### src/rtl/dmsr_pkg.sv
package dmsr_pkg;
    localparam int NUM_MST = 2;
    localparam int FLAG_W  = 6;
    localparam int VIEW_W  = 5;
    localparam int NUM_LVL = 3;
    localparam int NUM_STK = 3;

    // status word bit positions
    localparam int B_EXT  = 0;
    localparam int B_TST0 = 1;
    localparam int B_INIT = 3;
    localparam int B_SENS = 4;
    localparam int B_LOST = 5;

    // per-master view bit positions
    localparam int V_EXT  = 0;
    localparam int V_TST  = 1;
    localparam int V_INIT = 2;
    localparam int V_SENS = 3;
    localparam int V_LOST = 4;

    typedef struct packed {
        logic flag;
    } flag_state_t;

    typedef struct packed {
        logic irq_n;
    } irq_state_t;
endpackage

### src/rtl/dmsr_level_flag.sv
module dmsr_level_flag
    import dmsr_pkg::*;
(
    input  logic clk,
    input  logic rst,
    input  logic level_i,
    output logic nxt_o,
    output logic flag_o
);
    flag_state_t st_d, st_q;

    always_comb begin
        st_d      = st_q;
        st_d.flag = level_i;
    end

    always_ff @(posedge clk) begin
        if (rst) st_q <= '0;
        else     st_q <= st_d;
    end

    assign nxt_o  = rst ? 1'b0 : st_d.flag;
    assign flag_o = st_q.flag;
endmodule

### src/rtl/dmsr_sticky_flag.sv
module dmsr_sticky_flag
    import dmsr_pkg::*;
(
    input  logic clk,
    input  logic rst,
    input  logic set_i,
    input  logic clr_i,
    output logic nxt_o,
    output logic flag_o
);
    flag_state_t st_d, st_q;

    always_comb begin
        st_d = st_q;
        if (clr_i) st_d.flag = 1'b0;
        if (set_i) st_d.flag = 1'b1;
    end

    always_ff @(posedge clk) begin
        if (rst) st_q <= '0;
        else     st_q <= st_d;
    end

    assign nxt_o  = rst ? 1'b0 : st_d.flag;
    assign flag_o = st_q.flag;
endmodule

### src/rtl/dmsr_irq_merge.sv
module dmsr_irq_merge
    import dmsr_pkg::*;
(
    input  logic              clk,
    input  logic              rst,
    input  logic [VIEW_W-1:0] view_i,
    input  logic [VIEW_W-1:0] mask_i,
    output logic              irq_n_o
);
    irq_state_t st_d, st_q;

    always_comb begin
        st_d       = st_q;
        st_d.irq_n = ~|(view_i & ~mask_i);
    end

    always_ff @(posedge clk) begin
        if (rst) st_q <= '{irq_n: 1'b1};
        else     st_q <= st_d;
    end

    assign irq_n_o = st_q.irq_n;
endmodule

### src/rtl/dmsr_status.sv
module dmsr_status
    import dmsr_pkg::*;
#(
    parameter int PULSE_W   = 4,
    parameter int CLR_PULSE = 2
) (
    input  logic                      clk,
    input  logic                      rst,
    input  logic                      ext_irq_n,
    input  logic [NUM_MST-1:0]        self_tst,
    input  logic [NUM_MST-1:0]        peer_tst,
    input  logic                      init_done_p,
    input  logic                      switch_p,
    input  logic                      bus_busy,
    input  logic                      recov_req,
    input  logic                      lost_p,
    input  logic                      rd_en,
    input  logic [PULSE_W-1:0]        rd_pulse,
    input  logic [NUM_MST*VIEW_W-1:0] irq_mask,
    output logic [FLAG_W-1:0]         status,
    output logic [NUM_MST-1:0]        irq_n
);
    localparam logic [PULSE_W-1:0] CLR_VAL = PULSE_W'(CLR_PULSE);

    typedef struct packed {
        logic [NUM_LVL-1:0] lvl;
        logic [NUM_STK-1:0] set;
        logic               clr;
    } src_t;

    src_t src_d;
    logic [FLAG_W-1:0] flag_d, flag_q;

    always_comb begin
        src_d        = '0;
        src_d.lvl[0] = ~ext_irq_n;
        for (int m = 0; m < NUM_MST; m++)
            src_d.lvl[1+m] = self_tst[m] | peer_tst[NUM_MST-1-m];
        src_d.set[0] = init_done_p;
        src_d.set[1] = switch_p & bus_busy & ~recov_req;
        src_d.set[2] = lost_p;
        src_d.clr    = rd_en & (rd_pulse == CLR_VAL);
    end

    generate
        for (genvar i = 0; i < NUM_LVL; i++) begin : g_lvl
            dmsr_level_flag u_lvl (
                .clk     (clk),
                .rst     (rst),
                .level_i (src_d.lvl[i]),
                .nxt_o   (flag_d[B_EXT+i]),
                .flag_o  (flag_q[B_EXT+i])
            );
        end
        for (genvar j = 0; j < NUM_STK; j++) begin : g_stk
            dmsr_sticky_flag u_stk (
                .clk     (clk),
                .rst     (rst),
                .set_i   (src_d.set[j]),
                .clr_i   (src_d.clr),
                .nxt_o   (flag_d[B_INIT+j]),
                .flag_o  (flag_q[B_INIT+j])
            );
        end
        for (genvar m = 0; m < NUM_MST; m++) begin : g_mst
            logic [VIEW_W-1:0] view;
            always_comb begin
                view         = '0;
                view[V_EXT]  = flag_d[B_EXT];
                view[V_TST]  = flag_d[B_TST0+m];
                view[V_INIT] = flag_d[B_INIT];
                view[V_SENS] = flag_d[B_SENS];
                view[V_LOST] = flag_d[B_LOST];
            end
            dmsr_irq_merge u_irq (
                .clk     (clk),
                .rst     (rst),
                .view_i  (view),
                .mask_i  (irq_mask[m*VIEW_W +: VIEW_W]),
                .irq_n_o (irq_n[m])
            );
        end
    endgenerate

    assign status = flag_q;
endmodule

### config.mk
export PLATFORM = sky130hd
export DESIGN_NAME = dmsr_status
export DESIGN_NICKNAME = d
export VERILOG_FILES = /design/src/rtl/dmsr_pkg.sv /design/src/rtl/dmsr_level_flag.sv /design/src/rtl/dmsr_sticky_flag.sv /design/src/rtl/dmsr_irq_merge.sv /design/src/rtl/dmsr_status.sv
export SDC_FILE = /design/constraint.sdc
export NUM_CORES = 1
export LEC_CHECK = 0
export BUFFER_PORTS_ARGS = -buffer_cell sky130_fd_sc_hd__buf_2
export CELL_PAD_IN_SITES_DETAIL_PLACEMENT = 2
export CELL_PAD_IN_SITES_GLOBAL_PLACEMENT = 2
export CORE_AREA = 2 2 45 58
export CTS_BUF_LIST = sky130_fd_sc_hd__clkbuf_16
export DETAILED_ROUTE_END_ITERATION = 8
export DIE_AREA = 0 0 47 60
export PLACE_DENSITY = 0.8
export SYNTH_ARGS = -nofsm -noshare
export SYNTH_HDL_FRONTEND = slang
export SYNTH_SLANG_ARGS = --single-unit
### constraint.sdc
create_clock -name clk -period 2.5 [get_ports clk]
set_clock_uncertainty 0.2 [all_clocks]
set_input_delay 0.5 -clock clk [delete_from_list [all_inputs] [get_ports clk]]
set_output_delay 0.5 -clock clk [all_outputs]
set_load 0.02 [all_outputs]
==> results.yml <==
critical_path:
  start_kind: "primary input"
  critPathMaxFanout: 3
  worstPathArrival_ps: 1520
  r2r_setup_slack_ps: 1210
  cp.required_ps: 2450
  critical_path.cell_chain: "buf_2 > or3b_4 > o221ai_2 > o22ai_1 > nor3_2"
  worstPathBufferInverterCount: 1
  path_delay_family: "simple AND/OR/NAND/NOR gates"
  cpMaxStageDelayCell: "or3b_4"
  critPathMaxStageDelay_ps: 410
  cp-end-kind: "register"
  critical_path_class: "primary input to register"
grt:
  grt_overflow_total: 0
  grt_first_pass_wirelength_mm: 2.180
  grt_pass1_vias: 487
  grt_max_degree: 9
  track_usage_pct: 11.02
  antenna_found_initial: 0
finish:
  fin_area_um2: 640.6
  fillers: 292
  area_delta_synth_final_pct: 53.29
  n_antenna_cell: 0
  fin_nets: 104
  layout-drive-gt1-share_pct: 56.00
  final_util_pct: 27.83
yosys:
  synth.avg_cell_area_um2: 8.892
  yosys_warnings: 0
  yosysTopAreaCell: "dfxtp_1"
  synth_cell_types: 16
  synth_area_leaders: "dfxtp_1 (38%), buf_4 (14%), nor2_1 (7.2%)"
  netlist_area_um2: 417.9
  ys_ff_latch: 8
  synth_fp_nets: 74
  ys_seq_area_share_pct: 38.32
  synth_top_area_share_pct: 38.32
  synth_cells: 47
place:
  dp_slack_ps: 704.5
  portBuffers: 34
  routabilityCongestion: 0.6263
  placed_cell_area_um2: 565.5
clock_tree:
  cts_tree: "yes"
  cts-root-buf: "clkbuf_16"
  clkLatencyLatePin_ps: 230
  clock-sinks: 8
  cts_buffers: 3
  clockBufferDepth: 2
  post_cts_resized: 0
  clkSlewWorstSetupHoldPaths_ps: 30
  cts_hold_buf: 0
  htreeDepth: 1
  post_cts_buffers: 0
route:
  vias_per_cell: 4.037
  dr.pass1.iters: 2
  antenna_left: 0
  vias: 436
  drt_iter0_drc: 4
  drt-total-wl_mm: 1.355
  wl_per_cell_um: 12.55
  remaining_drc_errors: 0
sta:
  max_clock_freq_mhz: 634.4
  fin_hold_ws_ps: 269.5
  fin_ws_ps: 923.6
  slew_headroom_pct: 84.11
  fin_setup_tns_ps: 0
  period_needed_ps: 1576
  setup_violations: 0
  final_hold_viol_count: 0
  fin_crit_sh_pct: 63.05
  worst_slew_pin_slew_ps: 238.4
  maxSlewViolCount: 0
  rsz0062_at_grt: "false"
job:
  timing.max_cap.violations: 0
pwr:
  ir_worst_vdd_mv: 0.2370
  power_density_nw_per_um2: 750.7
  p_leak_nw: 0.3241
hold_path:
  hold_path_class: "primary input to register"
die:
  row_count: 20
  die_h_um: 60
  core_area_um2: 2302
  ios: 35
  die_w_um: 47
  dieArea_um2: 2820
  start_util_pct: 18.15
run_status:
  status: "finished, final reports clean"
## worst reg2reg max path, stage by stage (launching register included)
cell	delay, ps
dfxtp_1	310
inv_1	40
a311o_1	350
a21oi_1	210
nor3_2	70
## Yosys cell counts
library cell and count:
o221ai_2 2, inv_1 5, dfxtp_1 8, o22a_1 2
a21oi_1 2, buf_4 8, nand2_1 1, nor2_1 8
a311o_1 1, or3b_1 2, o22ai_1 2, nand3_1 1
nor3_2 2, clkbuf_1 1, nor3b_1 1, or3b_4 1
## area by class of cell
cell class              instances  area [um^2]  share of cell area (%)
clock buffers                   3        75.07                   11.72
flip-flops and latches          8        160.2                   25.00
inverters                       5        18.77                   2.930
well taps                      33        41.29                   6.445
repair buffers                 34        170.2                   26.56
multi-input cells              25        175.2                   27.34
## state kept, by name, indices dropped and copies added, names as in the netlist
| name | cells |
|---|---|
| g_lvl.u_lvl.flag_o | 3 |
| g_stk.u_stk.flag_o | 3 |
| g_mst.u_irq.irq_n_o | 2 |
## cells by family after synthesis
kind of cell           Yosys count  share of synthesized area (%)
buffers and inverters           14                          19.76
AO/OA/AOI/OAI                    9                          19.16
AND/OR/NAND/NOR                 16                          22.75
flip-flops                       8                          38.32
## per-stage QoR
stage          total power [W]  cells
2_1_floorplan        0.0001959     47
3_3_place_gp         0.0002175    105
3_5_place_dp         0.0002208    105
4_1_cts              0.0004889    108
5_1_grt              0.0005035    108
6_report             0.0004809    108
## metal layers
layer / share of wire, % / track usage, % / vias to the layer above
li1: - / - / 213
met1: 37 / 11.48 / 199
met2: 54 / 20.16 / 24
met3: 8.8 / 2.417 / 0
met4: 0 / 4.762 / 0
met5: 0 / 0 / -
## cells in the final DEF (no fill, tap or decap)
cell type / n
o22a_1: 2
or3b_1: 2
a21oi_1: 2
nand3_1: 1
clkbuf_16: 3
inv_1: 5
nor3b_1: 1
nor2_1: 8
o22ai_1: 2
nor3_2: 2
buf_2: 34
o221ai_2: 2
a311o_1: 1
or3b_4: 1
nand2_1: 1
dfxtp_1: 8
## path summary, 6_finish.rpt
check / start / to / cells past startpoint
hold reg to reg: g_stk[2].u_stk.flag_o$_DFF_P_ / g_stk[2].u_stk.flag_o$_DFF_P_ / 2
setup / recovery: rd_pulse[0] / g_mst[0].u_irq.irq_n_o$_SDFF_PP1_ / 5
setup reg to reg: g_stk[1].u_stk.flag_o$_DFF_P_ / g_mst[1].u_irq.irq_n_o$_SDFF_PP1_ / 4
hold / removal: ext_irq_n / g_lvl[0].u_lvl.flag_o$_DFF_P_ / 2
## report_power, final
part | switching [W] | internal [W]
combinational | 0.0000407 | 0.0000344
clock | 0.0000571 | 0.000206
sequential | 0.00000409 | 0.000139
Power figures use the tool's default switching activity.
